===== src/rtl/blk_pkg.sv =====
package blk_pkg;
  parameter int KID_W  = 4;
  parameter int WARP_W = 4;
  parameter int SPAD_W = 17;
  parameter int REG_W  = 9;

  typedef struct packed {
    logic [KID_W-1:0]  kid;
    logic [WARP_W-1:0] warps;
    logic [SPAD_W-1:0] spad;
    logic [REG_W-1:0]  regs;
  } blk_desc_t;
endpackage


===== src/rtl/blk_waitlist.sv =====
module blk_waitlist import blk_pkg::*; #(
  parameter int DEPTH = 4
) (
  input  logic      clk,
  input  logic      rst_n,
  input  logic      push,
  input  logic      front,
  input  logic      pop,
  input  blk_desc_t din,
  output logic      full,
  output logic      nonempty,
  output blk_desc_t head
);
  localparam int PW = (DEPTH > 1) ? $clog2(DEPTH) : 1;
  localparam int CW = $clog2(DEPTH + 1);

  blk_desc_t       mem [DEPTH];
  logic [PW-1:0]   hd, tl;
  logic [CW-1:0]   cnt;

  assign head     = mem[hd];
  assign full     = (cnt == CW'(DEPTH));
  assign nonempty = (cnt != '0);

  always_ff @(posedge clk) begin
    if (push) begin
      if (!front)   mem[tl]          <= din;
      else if (pop) mem[hd]          <= din;
      else          mem[hd - PW'(1)] <= din;
    end
  end

  always_ff @(posedge clk or negedge rst_n) begin
    if (!rst_n) begin
      hd  <= '0;
      tl  <= '0;
      cnt <= '0;
    end else begin
      if (push && front && !pop)        hd <= hd - PW'(1);
      else if (pop && !(push && front)) hd <= hd + PW'(1);
      if (push && !front)               tl <= tl + PW'(1);
      cnt <= cnt + CW'(push) - CW'(pop);
    end
  end


  no_overflow_chk: assert property (@(posedge clk) disable iff (!rst_n) push |-> !full);

  no_underflow_chk: assert property (@(posedge clk) disable iff (!rst_n) pop |-> nonempty);
endmodule


===== src/rtl/sm_ledger.sv =====
module sm_ledger import blk_pkg::*; #(
  parameter int SLOTS       = 8,
  parameter int REGS_PER_SM = 256
) (
  input  logic             clk,
  input  logic             rst_n,
  input  logic [REG_W-1:0] need_regs,
  input  logic             take,
  input  logic             give,
  input  logic [REG_W-1:0] give_regs,
  output logic             fits
);
  localparam int SW = $clog2(SLOTS + 1);
  localparam int RW = (REG_W > $clog2(REGS_PER_SM + 1)) ? REG_W : $clog2(REGS_PER_SM + 1);

  logic [SW-1:0] slots;
  logic [RW-1:0] regs_free;
  logic [RW-1:0] need_w, give_w;

  assign need_w = RW'(need_regs);
  assign give_w = RW'(give_regs);
  assign fits   = (slots != '0) && (regs_free >= need_w);

  always_ff @(posedge clk or negedge rst_n) begin
    if (!rst_n) begin
      slots     <= SW'(SLOTS);
      regs_free <= RW'(REGS_PER_SM);
    end else begin
      slots     <= slots - SW'(take) + SW'(give);
      regs_free <= regs_free - (take ? need_w : '0) + (give ? give_w : '0);
    end
  end


  take_fit_chk: assert property (@(posedge clk) disable iff (!rst_n) take |-> fits);

  slot_cap_chk: assert property (@(posedge clk) disable iff (!rst_n)
    (slots <= SW'(SLOTS)) && (regs_free <= RW'(REGS_PER_SM)));
endmodule


===== src/rtl/sm_pick.sv =====
module sm_pick #(
  parameter int NSM = 4
) (
  input  logic [NSM-1:0]                   fit,
  output logic                             any,
  output logic [((NSM>1)?$clog2(NSM):1)-1:0] idx
);
  localparam int SMW = (NSM > 1) ? $clog2(NSM) : 1;

  always_comb begin
    any = 1'b0;
    idx = '0;
    for (int s = NSM - 1; s >= 0; s--) begin
      if (fit[s]) begin
        any = 1'b1;
        idx = SMW'(s);
      end
    end
  end
endmodule


===== src/rtl/block_launcher.sv =====
module block_launcher import blk_pkg::*; #(
  parameter int NSM          = 4,
  parameter int SLOTS        = 8,
  parameter int REGS_PER_SM  = 256,
  parameter int SPAD_TOTAL   = 65536,
  parameter int SPAD_BLK_MAX = 32768,
  parameter int NBLK         = 4,
  parameter int DEPTH        = 4
) (
  input  logic                                clk,
  input  logic                                rst_n,
  input  logic                                in_valid,
  output logic                                in_ready,
  input  logic [KID_W-1:0]                    in_kid,
  input  logic [WARP_W-1:0]                   in_warps,
  input  logic [SPAD_W-1:0]                   in_spad,
  input  logic [REG_W-1:0]                    in_regs,
  input  logic                                in_prio,
  output logic                                in_err,
  output logic                                disp_valid,
  input  logic                                disp_ready,
  output logic [((NSM>1)?$clog2(NSM):1)-1:0]   disp_sm,
  output logic [KID_W-1:0]                    disp_kid,
  output logic [((NBLK>1)?$clog2(NBLK):1)-1:0] disp_tag,
  input  logic                                done_valid,
  input  logic [((NSM>1)?$clog2(NSM):1)-1:0]   done_sm,
  input  logic [((NBLK>1)?$clog2(NBLK):1)-1:0] done_tag
);
  localparam int SMW  = (NSM > 1) ? $clog2(NSM) : 1;
  localparam int TAGW = (NBLK > 1) ? $clog2(NBLK) : 1;
  localparam logic [SPAD_W:0]   TOT_V = (SPAD_W+1)'(SPAD_TOTAL);
  localparam logic [SPAD_W-1:0] MAX_V = SPAD_W'(SPAD_BLK_MAX);
  localparam logic [REG_W-1:0]  RMAX  = REG_W'(REGS_PER_SM);

  // intake
  logic      full, head_v, bad, in_fire, push, pop;
  blk_desc_t in_d, head_d;

  assign in_d     = '{kid: in_kid, warps: in_warps, spad: in_spad, regs: in_regs};
  assign in_ready = !full;
  assign in_fire  = in_valid && in_ready;
  assign bad      = (in_spad > MAX_V) || (in_warps == '0) || (in_regs > RMAX);
  assign push     = in_fire && !bad;

  blk_waitlist #(.DEPTH(DEPTH)) u_wait (
    .clk(clk), .rst_n(rst_n), .push(push), .front(in_prio), .pop(pop),
    .din(in_d), .full(full), .nonempty(head_v), .head(head_d)
  );

  always_ff @(posedge clk or negedge rst_n) begin
    if (!rst_n) in_err <= 1'b0;
    else        in_err <= in_fire && bad;
  end

  // block in progress
  logic              cur_v;
  blk_desc_t         cur_d, src_d;
  logic [TAGW-1:0]   cur_tag, free_tag;
  logic [WARP_W-1:0] cur_left;

  // resident block table
  logic [NBLK-1:0]   busy;
  logic [WARP_W-1:0] blk_out  [NBLK];
  logic [SPAD_W-1:0] blk_spad [NBLK];
  logic [REG_W-1:0]  blk_regs [NBLK];
  logic [SPAD_W-1:0] spad_used;
  logic              tag_any, spad_ok, can_start, fire, start, last;

  always_comb begin
    tag_any  = 1'b0;
    free_tag = '0;
    for (int t = NBLK - 1; t >= 0; t--) begin
      if (!busy[t]) begin
        tag_any  = 1'b1;
        free_tag = TAGW'(t);
      end
    end
  end

  assign spad_ok   = ({1'b0, spad_used} + {1'b0, head_d.spad}) <= TOT_V;
  assign can_start = !cur_v && head_v && tag_any && spad_ok;
  assign src_d     = cur_v ? cur_d : head_d;

  // per-SM accounting
  logic [NSM-1:0] fit, take, give;
  logic           pick_any;
  logic [SMW-1:0] pick_idx;

  for (genvar s = 0; s < NSM; s++) begin : g_sm
    assign take[s] = fire && (disp_sm == SMW'(s));
    assign give[s] = done_valid && (done_sm == SMW'(s));
    sm_ledger #(.SLOTS(SLOTS), .REGS_PER_SM(REGS_PER_SM)) u_led (
      .clk(clk), .rst_n(rst_n), .need_regs(src_d.regs), .take(take[s]),
      .give(give[s]), .give_regs(blk_regs[done_tag]), .fits(fit[s])
    );
  end

  sm_pick #(.NSM(NSM)) u_pick (.fit(fit), .any(pick_any), .idx(pick_idx));

  assign disp_valid = (cur_v || can_start) && pick_any;
  assign disp_sm    = pick_idx;
  assign disp_kid   = src_d.kid;
  assign disp_tag   = cur_v ? cur_tag : free_tag;
  assign fire       = disp_valid && disp_ready;
  assign start      = fire && !cur_v;
  assign pop        = start;
  assign last       = done_valid && (blk_out[done_tag] == WARP_W'(1));

  always_ff @(posedge clk or negedge rst_n) begin
    if (!rst_n) begin
      cur_v    <= 1'b0;
      cur_d    <= '0;
      cur_tag  <= '0;
      cur_left <= '0;
    end else if (start) begin
      cur_v    <= (head_d.warps > WARP_W'(1));
      cur_d    <= head_d;
      cur_tag  <= free_tag;
      cur_left <= head_d.warps - WARP_W'(1);
    end else if (fire) begin
      cur_left <= cur_left - WARP_W'(1);
      if (cur_left == WARP_W'(1)) cur_v <= 1'b0;
    end
  end

  always_ff @(posedge clk or negedge rst_n) begin
    if (!rst_n) begin
      busy      <= '0;
      spad_used <= '0;
      for (int t = 0; t < NBLK; t++) begin
        blk_out[t]  <= '0;
        blk_spad[t] <= '0;
        blk_regs[t] <= '0;
      end
    end else begin
      spad_used <= spad_used + (start ? head_d.spad : '0) - (last ? blk_spad[done_tag] : '0);
      for (int t = 0; t < NBLK; t++) begin
        if (start && free_tag == TAGW'(t)) begin
          busy[t]     <= 1'b1;
          blk_out[t]  <= head_d.warps;
          blk_spad[t] <= head_d.spad;
          blk_regs[t] <= head_d.regs;
        end else if (done_valid && done_tag == TAGW'(t)) begin
          blk_out[t] <= blk_out[t] - WARP_W'(1);
          if (blk_out[t] == WARP_W'(1)) busy[t] <= 1'b0;
        end
      end
    end
  end


  one_take_chk: assert property (@(posedge clk) disable iff (!rst_n) $onehot0(take));

  spad_cap_chk: assert property (@(posedge clk) disable iff (!rst_n) {1'b0, spad_used} <= TOT_V);

  bad_err_chk: assert property (@(posedge clk) disable iff (!rst_n) (in_fire && bad) |=> in_err);

  done_live_chk: assert property (@(posedge clk) disable iff (!rst_n) done_valid |-> busy[done_tag]);

  cur_hold_chk: assert property (@(posedge clk) disable iff (!rst_n)
    (cur_v && !fire) |=> (cur_v && $stable(cur_tag)));
endmodule


===== config.mk =====
export PLATFORM = sky130hd
export DESIGN_NAME = block_launcher
export DESIGN_NICKNAME = d
export VERILOG_FILES = /design/src/rtl/blk_pkg.sv /design/src/rtl/blk_waitlist.sv /design/src/rtl/sm_ledger.sv /design/src/rtl/sm_pick.sv /design/src/rtl/block_launcher.sv
export SDC_FILE = /design/constraint.sdc
export NUM_CORES = 1
export LEC_CHECK = 0
export BUFFER_PORTS_ARGS = -buffer_cell sky130_fd_sc_hd__buf_4
export CORE_ASPECT_RATIO = 1.4
export CORE_MARGIN = 5
export CORE_UTILIZATION = 35
export DETAILED_ROUTE_END_ITERATION = 8
export GPL_ROUTABILITY_DRIVEN = 0
export HOLD_SLACK_MARGIN = 0.06
export PLACE_DENSITY = 0.48
export SYNTH_ARGS = -nofsm -noshare
export SYNTH_HDL_FRONTEND = slang
export SYNTH_SLANG_ARGS = --single-unit

===== constraint.sdc =====
create_clock -name clk -period 14.1 [get_ports clk]
set_input_delay 2.82 -clock clk [delete_from_list [all_inputs] [get_ports clk]]
set_output_delay 2.82 -clock clk [all_outputs]
set_load 0.05 [all_outputs]

==> results of run 1 <==
final timing paths:
path	to	slack, ns	depth (start not counted)
setup / recovery	spad_used[15]	5.63	28
hold / removal	blk_spad[47]	0.49	1
min in group asynchronous	g_sm[0].u_led.regs_free[1]	2.25	1
max in group asynchronous	blk_spad[40]	10.50	2
hold reg to reg	blk_spad[47]	0.49	1
setup reg to reg	spad_used[15]	5.63	28
registers in the layout, indices dropped and copies added, names as in the netlist:
name / flops
blk_out: 16
blk_regs: 36
blk_spad: 68
busy: 4
cur_d: 13
cur_left: 4
cur_tag: 2
cur_v: 1
g_sm.u_led.regs_free: 36
g_sm.u_led.slots: 16
in_err: 1
spad_used: 17
u_wait.cnt: 3
u_wait.hd: 2
u_wait.mem: 136
u_wait.tl: 2
stage by stage:
step	instance area (µm²)	instances	hold WS (ns)
2_1_floorplan	20500	1664	0.450
3_3_place_gp	21800	2427	0.466
3_5_place_dp	21800	2427	0.479
4_1_cts	23000	2496	0.490
5_1_grt	23000	2496	0.500
6_report	23000	2496	0.487
kinds of logic (layout without fill, tap and decap cells):
| family | count (synthesis) | after routing | share of synthesized area |
|---|---|---|---|
| buffers and inverters | 267 | 350 | 0.0522 |
| xor gates and xnor gates | 89 | 89 | 0.0380 |
| and+or+nand+nor | 332 | 332 | 0.0801 |
| DFF | 357 | 357 | 0.469 |
| muxes | 209 | 209 | 0.153 |
| adders and majority gates | 195 | 195 | 0.139 |
| AOI/OAI and AO/OA | 215 | 215 | 0.0692 |
power groups by stage:
stage	clock network, mW	logic (mW)	registers (mW)
6_report	0.994	3.30	1.57
5_1_grt	1.07	3.77	1.61
4_1_cts	1.04	3.36	1.58
3_5_place_dp	0	3.34	1.59
3_3_place_gp	0	3.28	1.59
2_1_floorplan	0	2.60	1.51
layer usage:
layer	global-route usage	vias up	wire [µm]
met1	0.191	6344	20500
met3	0.0209	70	1270
met4	0.0388	0	1110
met5	0	-	0
met2	0.262	156	23000
li1	-	5979	-
critical path: cells and delay by family (launching register included):
family                     cells  cell delay [ns]
xor gates and xnor gates       1             0.13
adders and majority gates      3             1.05
buffers and inverters          4             1.42
DFF                            1             0.75
AOI/OAI and AO/OA             16             3.30
muxes                          2             1.29
and+or+nand+nor                2             0.39
cells in the final DEF, fill, tap and decap left out, types with 17 or more instances in the layout:
| cell | count |
|---|---|
| sky130_fd_sc_hd__mux4_2 | 57 |
| sky130_fd_sc_hd__nor2_1 | 84 |
| sky130_fd_sc_hd__clkbuf_16 | 40 |
| sky130_fd_sc_hd__o21bai_1 | 18 |
| sky130_fd_sc_hd__nor2b_1 | 23 |
| sky130_fd_sc_hd__buf_4 | 68 |
| sky130_fd_sc_hd__ha_1 | 141 |
| sky130_fd_sc_hd__mux2i_1 | 29 |
| sky130_fd_sc_hd__inv_1 | 209 |
| sky130_fd_sc_hd__dfrtp_1 | 211 |
| sky130_fd_sc_hd__o21ai_0 | 30 |
| sky130_fd_sc_hd__edfxtp_1 | 136 |
| sky130_fd_sc_hd__fa_1 | 54 |
| sky130_fd_sc_hd__a21o_1 | 31 |
| sky130_fd_sc_hd__nand2_1 | 100 |
| sky130_fd_sc_hd__a21oi_1 | 68 |
| sky130_fd_sc_hd__xor2_1 | 23 |
| sky130_fd_sc_hd__mux2_2 | 69 |
| sky130_fd_sc_hd__mux2_4 | 45 |
| sky130_fd_sc_hd__xnor2_1 | 66 |
| sky130_fd_sc_hd__nand4_1 | 17 |
synth_stat cells, drive strengths merged, types with 8 or more instances:
| master | instances |
|---|---|
| and2 | 11 |
| or3 | 10 |
| o21ai | 34 |
| nor2 | 84 |
| fa | 54 |
| inv | 211 |
| nor2b | 23 |
| a21oi | 68 |
| clkbuf | 32 |
| nand2b | 14 |
| dfstp | 8 |
| nand3 | 12 |
| dfrtp | 213 |
| nor3 | 13 |
| mux2 | 123 |
| o21bai | 18 |
| xor2 | 23 |
| mux4 | 57 |
| mux2i | 29 |
| xnor2 | 66 |
| edfxtp | 136 |
| ha | 141 |
| nor4 | 16 |
| nand4 | 17 |
| buf | 24 |
| o211ai | 8 |
| nand2 | 100 |
| a21o | 31 |
area by class of cell:
cell class | instances | area (µm²) | share of cell area
Sequential cell | 357 | 9630 | 0.418
Clock buffer | 56 | 1090 | 0.0474
Inverter | 211 | 792 | 0.0344
Multi-Input combinational cell | 1040 | 9900 | 0.430
Tap cell | 749 | 937 | 0.0407
Clock inverter | 13 | 124 | 0.00538
Timing Repair Buffer | 70 | 546 | 0.0237
==> tab_implementation.tex, run 1 <==
\begin{tabular}{lr}
\hline
Metric & Value \\
\hline
\multicolumn{2}{l}{\textbf{Pwr}} \\
\quad Total chip power & 5.87 mW \\
\quad Leakage component of the power & 10.3 nW \\
\quad Power Internal & 3.39 mW \\
\quad Switching share of total power & 0.422 \\
\quad Proportion of power drawn by flip-flops and latches & 0.268 \\
\quad Relative contribution of combinational cells to total power & 0.563 \\
\quad Power per cell area & 255 mW/mm² \\
\quad Worst-case vdd ir drop & 0.000109 V \\
\quad Switching power of the nets & 2.48 mW \\
\quad Relative contribution of the clock network to total power & 0.169 \\
\multicolumn{2}{l}{\textbf{Clock tree}} \\
\quad H-Tree Level Count & 2 \\
\quad CTS buffer count & 39 \\
\quad Number of setup buffers added after CTS & 0 \\
\quad CTS tree & done \\
\quad Master cell of the clock root buffer & sky130\_fd\_sc\_hd\_\_clkbuf\_16 \\
\quad Total clock sinks & 357 \\
\quad Clock latency on the worst-skew pair & 0.55 ns \\
\quad Clk pin slew, worst setup/hold paths & 0.06 ns \\
\quad Count of cells resized by post-cts repair & 0 \\
\quad Count of hold buffers inserted by post-cts repair & 0 \\
\quad Maximum clock path buffer count & 3 \\
\multicolumn{2}{l}{\textbf{Synthesis}} \\
\quad Fraction of synthesis flops using an asynchronous set or reset pin & 0.619 \\
\quad Share of the yosys chip area belonging to registers & 0.469 \\
\quad Mean instance size in the synthesized netlist & 12.3 µm² \\
\quad Top FF cell, synth & sky130\_fd\_sc\_hd\_\_dfrtp\_1 \\
\quad Area of the mapped netlist & 0.0205 mm² \\
\quad Number of distinct library cell variants in the gate-level netlist after synthesis & 77 \\
\quad Cells after synthesis & 1664 \\
\quad Syn\_nets & 1903 \\
\quad Yosys warning total & 0 \\
\quad Seq cells post-synth & 357 \\
\quad Cell type with the largest total area after synthesis & sky130\_fd\_sc\_hd\_\_dfrtp\_1 \\
\quad Top cell type's share of synthesized area & 0.260 \\
\quad Count of flip-flops with a built-in enable after synthesis & 136 \\
\quad Top cells by area in the synthesized netlist & sky130\_fd\_sc\_hd\_\_dfrtp\_1 (26\%), sky130\_fd\_sc\_hd\_\_edfxtp\_1 (20\%), sky130\_fd\_sc\_hd\_\_ha\_1 (8.6\%) \\
\multicolumn{2}{l}{\textbf{Timing}} \\
\quad Headroom to the max-slew limit & 0.333 \\
\quad Fin crit share & 0.601 \\
\quad Clk\_skew & 0.0229 ns \\
\quad Final setup violation count & 0 \\
\quad Worst Max-Slew Pin Slew & 1.00 ns \\
\quad Unrepaired setup endpoints after global routing & false \\
\quad FMAX & 0.118 GHz \\
\quad Final Max Slew Viols & 0 \\
\quad Final critical path time including I/O delays and setup & 8.47 ns \\
\quad Setup TNS after final layout & 0 ns \\
\quad Worst setup margin & 5.63 ns \\
\quad Number of endpoints with negative hold slack in the final report & 0 \\
\multicolumn{2}{l}{\textbf{Global route}} \\
\quad Number of global-route vias before repair & 13700 \\
\quad Maximum number of pins on one net before global-route repair & 146 \\
\quad Leftover overflow at the end of global routing & 0 \\
\quad Number of antenna violations at the first check in global routing & 0 \\
\quad Global-route wire length before repair & 75900 µm \\
\quad Overall routing resource usage & 0.148 \\
\multicolumn{2}{l}{\textbf{Place}} \\
\quad Setup WS pre-CTS & 5.55 ns \\
\quad Final HPWL DP & 32600 µm \\
\quad Port bufs & 54 \\
\multicolumn{2}{l}{\textbf{Critical path}} \\
\quad Crit path required time & 14.55 ns \\
\quad Kind of critical path & flip-flop to flip-flop \\
\quad CP Launch Type & flip-flop \\
\quad Longest individual stage delay on the worst path & 0.75 ns \\
\quad Crit-path slowest cell & sky130\_fd\_sc\_hd\_\_dfrtp\_2 \\
\quad Arrival time at the worst endpoint & 8.92 ns \\
\quad Largest fanout of any net on the critical path & 29 \\
\quad Critical Path Sink Type & flip-flop \\
\quad Critical path startpoint & u\_wait.hd[0] \\
\quad Startpoint of the most critical register-to-register path & u\_wait.hd[0] \\
\multicolumn{2}{l}{\textbf{Die}} \\
\quad Total Die Area & 0.0636 mm² \\
\quad Number of cell rows & 105 \\
\quad Chip Height & 296 µm \\
\quad Starting density of the core & 0.352 \\
\quad Total core area & 0.0583 mm² \\
\quad \# IOs & 55 \\
\quad Die boundary width & 215 µm \\
\multicolumn{2}{l}{\textbf{Finish}} \\
\quad Post-layout utilization of the core & 0.395 \\
\quad Net count of the finished layout & 1958 \\
\quad Fraction of final layout cells with drive strength greater than 1 & 0.184 \\
\quad Diodes inserted & 0 \\
\quad Total of fill cells in the finished design & 5644 \\
\quad Relative area change from synthesis to final layout & 12.3\% \\
\multicolumn{2}{l}{\textbf{Worst hold path}} \\
\quad Start point of the worst min-delay path & blk\_spad[47] \\
\quad Worst min-delay path class & flip-flop to flip-flop \\
\multicolumn{2}{l}{\textbf{Run status}} \\
\quad Status & complete, no violations \\
\multicolumn{2}{l}{\textbf{Drt}} \\
\quad Count of nets left with antenna violations after detail routing & 0 \\
\quad Wire length per cell after detailed routing & 18.4 µm \\
\quad Via count of the routed design & 12500 \\
\quad Residual DRC & 0 \\
\quad Aggregate routed wire length & 45900 µm \\
\quad Number of vias per cell & 5.03 \\
\quad Starting DRT DRC Count & 546 \\
\quad Number of search-and-repair iterations in the first detailed-routing pass & 4 \\
\multicolumn{2}{l}{\textbf{Run}} \\
\quad MaxCap Viol Count & 0 \\
\hline
\end{tabular}
Power figures use the tool's default switching activity.
==> run 2, diff against run 1 <==
--- a/config.mk
+++ b/config.mk
@@ -5,6 +5,7 @@
 export SDC_FILE = /design/constraint.sdc
 export NUM_CORES = 1
 export LEC_CHECK = 0
+export ABC_AREA = 1
 export BUFFER_PORTS_ARGS = -buffer_cell sky130_fd_sc_hd__buf_4
 export CORE_ASPECT_RATIO = 1.4
 export CORE_MARGIN = 5
==> constraint.sdc (replaced) <==
create_clock -name clk -period 8.08 [get_ports clk]
set_input_delay 1.616 -clock clk [delete_from_list [all_inputs] [get_ports clk]]
set_output_delay 1.616 -clock clk [all_outputs]
set_load 0.05 [all_outputs]
==> tab_implementation.tex, run 2 <==
\begin{tabular}{lr}
\hline
Metric & Value \\
\hline
\multicolumn{2}{l}{\textbf{Timing}} \\
\quad Number of endpoints with negative hold slack in the final report & 0 (unchanged) \\
\quad Setup TNS after final layout & 0 ns (unchanged) \\
\quad Headroom to the max-slew limit & 0.270 (was 0.333) \\
\quad FMAX & 0.140 GHz (was 0.118 GHz) \\
\quad Worst setup margin & 0.943 ns (was 5.63 ns) \\
\quad Worst Max-Slew Pin Slew & 1.09 ns (was 1.00 ns) \\
\quad Final critical path time including I/O delays and setup & 7.14 ns (was 8.47 ns) \\
\quad Unrepaired setup endpoints after global routing & false (unchanged) \\
\quad Fin crit share & 0.883 (was 0.601) \\
\quad Clk\_skew & 0.0258 ns (was 0.0229 ns) \\
\quad Final setup violation count & 0 (unchanged) \\
\quad Final Max Slew Viols & 0 (unchanged) \\
\multicolumn{2}{l}{\textbf{Finish}} \\
\quad Diodes inserted & 0 (unchanged) \\
\quad Most used cells in the layout excluding fill and tap cells & sky130\_fd\_sc\_hd\_\_nand2\_1 (466), sky130\_fd\_sc\_hd\_\_inv\_1 (322), sky130\_fd\_sc\_hd\_\_nor2\_1 (237), sky130\_fd\_sc\_hd\_\_dfrtp\_1 (212), sky130\_fd\_sc\_hd\_\_o21ai\_0 (208) (was sky130\_fd\_sc\_hd\_\_dfrtp\_1 (211), sky130\_fd\_sc\_hd\_\_inv\_1 (209), sky130\_fd\_sc\_hd\_\_ha\_1 (141), sky130\_fd\_sc\_hd\_\_edfxtp\_1 (136), sky130\_fd\_sc\_hd\_\_nand2\_1 (100)) \\
\quad Biggest register & u\_wait.mem (unchanged) \\
\quad Flip-flop and latch area & 0.00963 mm² (about the same) \\
\quad Fraction of final layout cells with drive strength greater than 1 & 0.0744 (was 0.184) \\
\quad Max reg flops & 136 (unchanged) \\
\quad Total of fill cells in the finished design & 5837 (was 5644) \\
\quad Relative area change from synthesis to final layout & 13.5\% (was 12.3\%) \\
\quad Regs by FF count & u\_wait.mem: 136 flops, blk\_spad: 68 flops (unchanged) \\
\quad Area occupied by multi-input gates & 0.00922 mm² (was 0.00990 mm²) \\
\quad Net count of the finished layout & 2574 (was 1958) \\
\quad Most common cell after layout, fill and taps aside & sky130\_fd\_sc\_hd\_\_nand2\_1 (was sky130\_fd\_sc\_hd\_\_dfrtp\_1) \\
\multicolumn{2}{l}{\textbf{Synthesis}} \\
\quad Count of flip-flops with a built-in enable after synthesis & 136 (unchanged) \\
\quad Cells after synthesis & 2276 (was 1664) \\
\quad Number of distinct library cell variants in the gate-level netlist after synthesis & 42 (was 77) \\
\quad Share of the yosys chip area belonging to registers & 0.474 (was 0.469) \\
\quad Cell type with the largest total area after synthesis & sky130\_fd\_sc\_hd\_\_dfrtp\_1 (unchanged) \\
\quad Fraction of synthesis flops using an asynchronous set or reset pin & 0.619 (unchanged) \\
\quad Dominant cell by count in the synthesized netlist & sky130\_fd\_sc\_hd\_\_nand2\_1 (was sky130\_fd\_sc\_hd\_\_dfrtp\_1) \\
\quad Area of the mapped netlist & 0.0203 mm² (was 0.0205 mm²) \\
\quad Top cells by area in the synthesized netlist & sky130\_fd\_sc\_hd\_\_dfrtp\_1 (26\%), sky130\_fd\_sc\_hd\_\_edfxtp\_1 (20\%), sky130\_fd\_sc\_hd\_\_ha\_1 (8.7\%) (was sky130\_fd\_sc\_hd\_\_dfrtp\_1 (26\%), sky130\_fd\_sc\_hd\_\_edfxtp\_1 (20\%), sky130\_fd\_sc\_hd\_\_ha\_1 (8.6\%)) \\
\quad Top FF cell, synth & sky130\_fd\_sc\_hd\_\_dfrtp\_1 (unchanged) \\
\quad Most numerous cell types in the synthesized netlist & sky130\_fd\_sc\_hd\_\_nand2\_1 (468), sky130\_fd\_sc\_hd\_\_inv\_1 (323), sky130\_fd\_sc\_hd\_\_nor2\_1 (243) (was sky130\_fd\_sc\_hd\_\_dfrtp\_1 (213), sky130\_fd\_sc\_hd\_\_inv\_1 (209), sky130\_fd\_sc\_hd\_\_ha\_1 (141)) \\
\quad Yosys warning total & 0 (unchanged) \\
\quad Seq cells post-synth & 357 (unchanged) \\
\quad Syn\_nets & 2515 (was 1903) \\
\quad Top cell type's share of synthesized area & 0.262 (was 0.260) \\
\quad Mean instance size in the synthesized netlist & 8.92 µm² (was 12.3 µm²) \\
\multicolumn{2}{l}{\textbf{Die}} \\
\quad Total core area & 0.0575 mm² (was 0.0583 mm²) \\
\quad Total Die Area & 0.0630 mm² (was 0.0636 mm²) \\
\quad Number of cell rows & 104 (was 105) \\
\quad Die boundary width & 214 µm (was 215 µm) \\
\quad \# IOs & 55 (unchanged) \\
\quad Starting density of the core & 0.353 (was 0.352) \\
\quad Chip Height & 295 µm (was 296 µm) \\
\multicolumn{2}{l}{\textbf{Clock tree}} \\
\quad Number of setup buffers added after CTS & 0 (unchanged) \\
\quad Clock latency on the worst-skew pair & 0.57 ns (was 0.55 ns) \\
\quad Count of hold buffers inserted by post-cts repair & 0 (unchanged) \\
\quad CTS buffer count & 40 (was 39) \\
\quad Clk pin slew, worst setup/hold paths & 0.07 ns (was 0.06 ns) \\
\quad CTS tree & done (unchanged) \\
\quad H-Tree Level Count & 2 (unchanged) \\
\quad Master cell of the clock root buffer & sky130\_fd\_sc\_hd\_\_clkbuf\_16 (unchanged) \\
\quad Maximum clock path buffer count & 3 (unchanged) \\
\quad Count of cells resized by post-cts repair & 0 (unchanged) \\
\quad Total clock sinks & 357 (unchanged) \\
\multicolumn{2}{l}{\textbf{Critical path}} \\
\quad Longest individual stage delay on the worst path & 0.58 ns (was 0.75 ns) \\
\quad Crit-path slowest cell & sky130\_fd\_sc\_hd\_\_clkinv\_1 (was sky130\_fd\_sc\_hd\_\_dfrtp\_2) \\
\quad Arrival time at the worst endpoint & 7.64 ns (was 8.92 ns) \\
\quad CP Launch Type & flip-flop (unchanged) \\
\quad Crit path required time & 8.58 ns (was 14.55 ns) \\
\quad Kind of critical path & flip-flop to flip-flop (unchanged) \\
\quad Largest fanout of any net on the critical path & 29 (unchanged) \\
\quad Cell with the most instances on the worst path & sky130\_fd\_sc\_hd\_\_nand2\_1 \\
\quad Critical Path Sink Type & flip-flop (unchanged) \\
\multicolumn{2}{l}{\textbf{Place}} \\
\quad Final HPWL DP & 38400 µm (was 32600 µm) \\
\quad Setup WS pre-CTS & 0.810 ns (was 5.55 ns) \\
\quad Port bufs & 54 (unchanged) \\
\multicolumn{2}{l}{\textbf{Drt}} \\
\quad Starting DRT DRC Count & 659 (was 546) \\
\quad Aggregate routed wire length & 54000 µm (was 45900 µm) \\
\quad Residual DRC & 0 (unchanged) \\
\quad Number of vias per cell & 4.87 (was 5.03) \\
\quad Count of nets left with antenna violations after detail routing & 0 (unchanged) \\
\quad Wire length per cell after detailed routing & 17.4 µm (was 18.4 µm) \\
\quad Via count of the routed design & 15100 (was 12500) \\
\quad Number of search-and-repair iterations in the first detailed-routing pass & 5 (was 4) \\
\multicolumn{2}{l}{\textbf{Global route}} \\
\quad Leftover overflow at the end of global routing & 0 (unchanged) \\
\quad Number of global-route vias before repair & 16200 (was 13700) \\
\quad Maximum number of pins on one net before global-route repair & 161 (was 146) \\
\quad Overall routing resource usage & 0.175 (was 0.148) \\
\quad Number of antenna violations at the first check in global routing & 0 (unchanged) \\
\quad Global-route wire length before repair & 87300 µm (was 75900 µm) \\
\multicolumn{2}{l}{\textbf{Run}} \\
\quad MaxCap Viol Count & 0 (unchanged) \\
\multicolumn{2}{l}{\textbf{Run status}} \\
\quad Status & complete, no violations (unchanged) \\
\multicolumn{2}{l}{\textbf{Worst hold path}} \\
\quad Worst min-delay path class & flip-flop to flip-flop (unchanged) \\
\hline
\end{tabular}
## run 2: logic make-up (layout without fill, tap and decap cells)
logic type               Yosys count  in the layout  synth area share
flip-flops                       357            357             0.474
AND/OR/NAND/NOR                  842            842             0.168
XOR/XNOR                          82             82            0.0354
adder cells (fa/ha/maj)          195            195             0.140
AO/OA/AOI/OAI                    404            404             0.109
buffers and inverters            396            486            0.0741
## run 2: path summary, 6_finish.rpt
kind,from,endpoint,slack (ns),depth (start not counted)
setup / recovery,u_wait.hd[0],g_sm[2].u_led.regs_free[8],0.94,32
hold / removal,u_wait.tl[1],u_wait.tl[1],0.47,1
setup reg to reg,u_wait.hd[0],g_sm[2].u_led.regs_free[8],0.94,32
hold reg to reg,u_wait.tl[1],u_wait.tl[1],0.47,1
max in group asynchronous,rst_n,blk_spad[63],5.71,2
min in group asynchronous,rst_n,g_sm[0].u_led.regs_free[1],1.00,1
## run 2: layer usage
metal	wire, µm	global-route usage	up-vias
li1	-	-	7521
met1	21600	0.199	7321
met2	28700	0.331	208
met3	1410	0.0213	98
met4	2280	0.0678	0
met5	0	0	-
## run 2: stage by stage
step / hold WS [ns] / util / area, µm² / cells
after floorplan: 0.442 / - / 20300 / 2276
after global placement: 0.460 / 0.377 / 21700 / 3035
after detailed placement: 0.460 / 0.377 / 21700 / 3035
after CTS: 0.473 / 0.401 / 23000 / 3108
after global routing: 0.505 / 0.401 / 23000 / 3108
final: 0.470 / 0.401 / 23000 / 3108
## run 2: worst max-delay path, delay by kind of cell, from the launching register on
family	cells	cell delay (ns)
compound gates	9	2.39
xor+xnor	1	0.20
fa+ha+maj	3	1.41
buf+inv	5	0.98
flops	1	0.35
simple gates	14	1.73
## run 2: final cells by class
type,instances,area share
Tap cell,742,0.0403
Clock inverter,19,0.0107
Sequential cell,357,0.418
Inverter,328,0.0534
Clock buffer,54,0.0492
Multi-Input combinational cell,1523,0.400
Timing Repair Buffer,85,0.0286
Power of run 2 is left out: the tool's default activity adds up to more than one toggle a clock period on the data nets, which glitch-free logic cannot reach.
==> run 3, diff against run 2 <==
--- a/config.mk
+++ b/config.mk
@@ -9,11 +9,11 @@
 export BUFFER_PORTS_ARGS = -buffer_cell sky130_fd_sc_hd__buf_4
 export CORE_ASPECT_RATIO = 1.4
 export CORE_MARGIN = 5
-export CORE_UTILIZATION = 35
+export CORE_UTILIZATION = 30
 export DETAILED_ROUTE_END_ITERATION = 8
 export GPL_ROUTABILITY_DRIVEN = 0
 export HOLD_SLACK_MARGIN = 0.06
-export PLACE_DENSITY = 0.48
+export PLACE_DENSITY = 0.42
 export SYNTH_ARGS = -nofsm -noshare
 export SYNTH_HDL_FRONTEND = slang
 export SYNTH_SLANG_ARGS = --single-unit
==> constraint.sdc (replaced) <==
create_clock -name clk -period 8.08 [get_ports clk]
set_input_delay 0 -clock clk [delete_from_list [all_inputs] [get_ports clk]]
set_output_delay 0 -clock clk [all_outputs]
set_load 0.05 [all_outputs]
==> tab_implementation.tex, run 3 (synthesis gave the netlist of run 2 again) <==
\begin{tabular}{lr}
\hline
Metric & Value \\
\hline
\multicolumn{2}{l}{\textbf{Run}} \\
\quad MaxCap Viol Count & 0 (unchanged) \\
\multicolumn{2}{l}{\textbf{Clock tree}} \\
\quad H-Tree Level Count & 2 (unchanged) \\
\quad CTS buffer count & 42 (was 40) \\
\quad Master cell of the clock root buffer & sky130\_fd\_sc\_hd\_\_clkbuf\_16 (unchanged) \\
\quad CTS tree & done (unchanged) \\
\quad Total clock sinks & 357 (unchanged) \\
\quad Clk pin slew, worst setup/hold paths & 0.06 ns (was 0.07 ns) \\
\quad Clock latency on the worst-skew pair & 0.59 ns (was 0.57 ns) \\
\quad Maximum clock path buffer count & 3 (unchanged) \\
\multicolumn{2}{l}{\textbf{Finish}} \\
\quad Regs by FF count & u\_wait.mem: 136 flops, blk\_spad: 68 flops (unchanged) \\
\quad Relative area change from synthesis to final layout & 16.4\% (was 13.5\%) \\
\quad Fraction of final layout cells with drive strength greater than 1 & 0.0770 (was 0.0744) \\
\quad Post-layout utilization of the core & 0.350 (was 0.401) \\
\quad Most used cells in the layout excluding fill and tap cells & sky130\_fd\_sc\_hd\_\_nand2\_1 (466), sky130\_fd\_sc\_hd\_\_inv\_1 (322), sky130\_fd\_sc\_hd\_\_nor2\_1 (237), sky130\_fd\_sc\_hd\_\_dfrtp\_1 (212), sky130\_fd\_sc\_hd\_\_o21ai\_0 (209) (was sky130\_fd\_sc\_hd\_\_nand2\_1 (466), sky130\_fd\_sc\_hd\_\_inv\_1 (322), sky130\_fd\_sc\_hd\_\_nor2\_1 (237), sky130\_fd\_sc\_hd\_\_dfrtp\_1 (212), sky130\_fd\_sc\_hd\_\_o21ai\_0 (208)) \\
\quad Max reg flops & 136 (unchanged) \\
\quad Biggest register & u\_wait.mem (unchanged) \\
\quad Flip-flop and latch area & 0.00963 mm² (unchanged) \\
\quad Area occupied by multi-input gates & 0.00922 mm² (unchanged) \\
\quad Post-route cell area & 0.0236 mm² (was 0.0230 mm²) \\
\quad Total of fill cells in the finished design & 6896 (was 5837) \\
\quad Most common cell after layout, fill and taps aside & sky130\_fd\_sc\_hd\_\_nand2\_1 (unchanged) \\
\quad Net count of the finished layout & 2623 (was 2574) \\
\quad Diodes inserted & 0 (unchanged) \\
\multicolumn{2}{l}{\textbf{Critical path}} \\
\quad Startpoint of the most critical register-to-register path & u\_wait.hd[1] (was u\_wait.hd[0]) \\
\quad Kind of critical path & flip-flop to flip-flop (unchanged) \\
\quad Capture point of the worst reg-to-reg path & spad\_used[13] (was g\_sm[2].u\_led.regs\_free[8]) \\
\quad Largest fanout of any net on the critical path & 24 (was 29) \\
\quad Depth of the worst register-to-register path & 38 (was 32) \\
\quad Worst reg2reg setup slack & 1.16 ns (was 0.94 ns) \\
\quad Crit path required time & 8.58 ns (about the same) \\
\quad Cell with the most instances on the worst path & sky130\_fd\_sc\_hd\_\_nand2\_1 (unchanged) \\
\quad Crit-path slowest cell & sky130\_fd\_sc\_hd\_\_fa\_1 (was sky130\_fd\_sc\_hd\_\_clkinv\_1) \\
\quad Arrival time at the worst endpoint & 7.41 ns (was 7.64 ns) \\
\quad Longest individual stage delay on the worst path & 0.51 ns (was 0.58 ns) \\
\quad CP Launch Type & flip-flop (unchanged) \\
\quad Critical Path Sink Type & flip-flop (unchanged) \\
\multicolumn{2}{l}{\textbf{Timing}} \\
\quad FMAX & 0.145 GHz (was 0.140 GHz) \\
\quad Headroom to the max-slew limit & 0.341 (was 0.270) \\
\quad Setup TNS after final layout & 0 ns (unchanged) \\
\quad Fin crit share & 0.856 (was 0.883) \\
\quad Worst Max-Slew Pin Slew & 0.988 ns (was 1.09 ns) \\
\quad Number of endpoints with negative hold slack in the final report & 0 (unchanged) \\
\quad Unrepaired setup endpoints after global routing & false (unchanged) \\
\quad Final Max Slew Viols & 0 (unchanged) \\
\quad Clk\_skew & 0.0511 ns (was 0.0258 ns) \\
\quad Final critical path time including I/O delays and setup & 6.92 ns (was 7.14 ns) \\
\quad Worst setup margin & 1.16 ns (was 0.943 ns) \\
\quad Final setup violation count & 0 (unchanged) \\
\multicolumn{2}{l}{\textbf{Place}} \\
\quad Port bufs & 54 (unchanged) \\
\quad Placed standard-cell area & 0.0219 mm² (was 0.0217 mm²) \\
\quad Final HPWL DP & 39900 µm (was 38400 µm) \\
\quad Setup WS pre-CTS & 1.11 ns (was 0.810 ns) \\
\multicolumn{2}{l}{\textbf{Die}} \\
\quad \# IOs & 55 (unchanged) \\
\quad Chip Height & 318 µm (was 295 µm) \\
\quad Die boundary width & 230 µm (was 214 µm) \\
\quad Starting density of the core & 0.301 (was 0.353) \\
\quad Total core area & 0.0674 mm² (was 0.0575 mm²) \\
\quad Number of cell rows & 113 (was 104) \\
\quad Total Die Area & 0.0731 mm² (was 0.0630 mm²) \\
\multicolumn{2}{l}{\textbf{Global route}} \\
\quad Maximum number of pins on one net before global-route repair & 104 (was 161) \\
\quad Global-route wire length before repair & 90700 µm (was 87300 µm) \\
\quad Number of global-route vias before repair & 16200 (about the same) \\
\quad Overall routing resource usage & 0.157 (was 0.175) \\
\quad Leftover overflow at the end of global routing & 0 (unchanged) \\
\quad Number of antenna violations at the first check in global routing & 0 (unchanged) \\
\multicolumn{2}{l}{\textbf{Pwr}} \\
\quad Proportion of power drawn by flip-flops and latches & 0.246 \\
\quad Worst-case vdd ir drop & 0.000156 V \\
\quad Switching power of the nets & 5.38 mW \\
\quad Total chip power & 11.3 mW \\
\quad Switching share of total power & 0.475 \\
\quad Leakage component of the power & 10.9 nW \\
\quad Relative contribution of combinational cells to total power & 0.585 \\
\quad Relative contribution of the clock network to total power & 0.169 \\
\quad Power Internal & 5.94 mW \\
\quad Power per cell area & 479 mW/mm² \\
\multicolumn{2}{l}{\textbf{Run status}} \\
\quad Status & complete, no violations (unchanged) \\
\multicolumn{2}{l}{\textbf{Drt}} \\
\quad Wire length per cell after detailed routing & 17.5 µm (was 17.4 µm) \\
\quad Via count of the routed design & 15500 (was 15100) \\
\quad Count of nets left with antenna violations after detail routing & 0 (unchanged) \\
\quad Number of search-and-repair iterations in the first detailed-routing pass & 5 (unchanged) \\
\quad Starting DRT DRC Count & 774 (was 659) \\
\quad Aggregate routed wire length & 57200 µm (was 54000 µm) \\
\quad Residual DRC & 0 (unchanged) \\
\quad Number of vias per cell & 4.72 (was 4.87) \\
\multicolumn{2}{l}{\textbf{Worst hold path}} \\
\quad Worst min-delay path class & input pin to asynchronous set/reset pin (was flip-flop to flip-flop) \\
\hline
\end{tabular}
run 3: worst max path at each step:
stage,start,endpoint,slack (ns),cells after the start
4_1_cts,u_wait.hd[1],g_sm[3].u_led.regs_free[8],1.06,34
6_report,u_wait.hd[1],spad_used[13],1.16,38
3_5_place_dp,u_wait.hd[1],g_sm[3].u_led.regs_free[8],1.11,34
3_3_place_gp,u_wait.hd[1],g_sm[3].u_led.regs_free[8],1.15,34
2_1_floorplan,u_wait.hd[0],g_sm[0].u_led.regs_free[8],1.72,34
5_1_grt,u_wait.hd[1],g_sm[3].u_led.regs_free[8],0.41,34
run 3: metal layers:
metal / vias to the layer above / share of wire / global-route usage
met2: 244 / 0.51 / 0.289
met4: 0 / 0.049 / 0.0686
met3: 122 / 0.031 / 0.0205
li1: 7627 / - / -
met1: 7471 / 0.41 / 0.181
met5: - / 0 / 0
run 3: power groups by stage:
stage | Combinational [mW] | Sequential [mW] | Clock [mW]
after floorplan | 4.92 | 2.71 | 0
after global placement | 6.64 | 2.82 | 0
after detailed placement | 6.71 | 2.82 | 0
after CTS | 6.78 | 2.79 | 1.99
after global routing | 7.65 | 2.85 | 2.06
final | 6.63 | 2.79 | 1.91
run 3: layout make-up:
| cell class | count | area share |
|---|---|---|
| inverters | 328 | 0.0521 |
| clock buffers | 60 | 0.0494 |
| multi-input cells | 1523 | 0.390 |
| flip-flops and latches | 357 | 0.407 |
| repair buffers | 132 | 0.0464 |
| clock inverters | 17 | 0.00900 |
| well taps | 862 | 0.0456 |
run 3: worst max-delay path, delay by kind of cell, from the launching register on:
family	cells	cell delay (ns)
AOI/OAI and AO/OA	7	1.65
DFF	1	0.38
buffers and inverters	7	1.54
xor gates and xnor gates	1	0.13
adders and majority gates	3	1.12
and+or+nand+nor	20	1.98
run 3: per-stage QoR:
stage                     hold WS, ns  instances
after global routing            0.127       3279
after CTS                      0.0640       3279
after detailed placement        0.163       3163
after global placement          0.163       3163
final                          0.0925       3279
after floorplan                -0.296       2276
run 3: what timing repair did:
item                      4_1_cts  5_1_grt
buffers inserted                0        0
gates resized for setup         0        0
hold buffers                   39        0
hold endpoints to repair      249        0
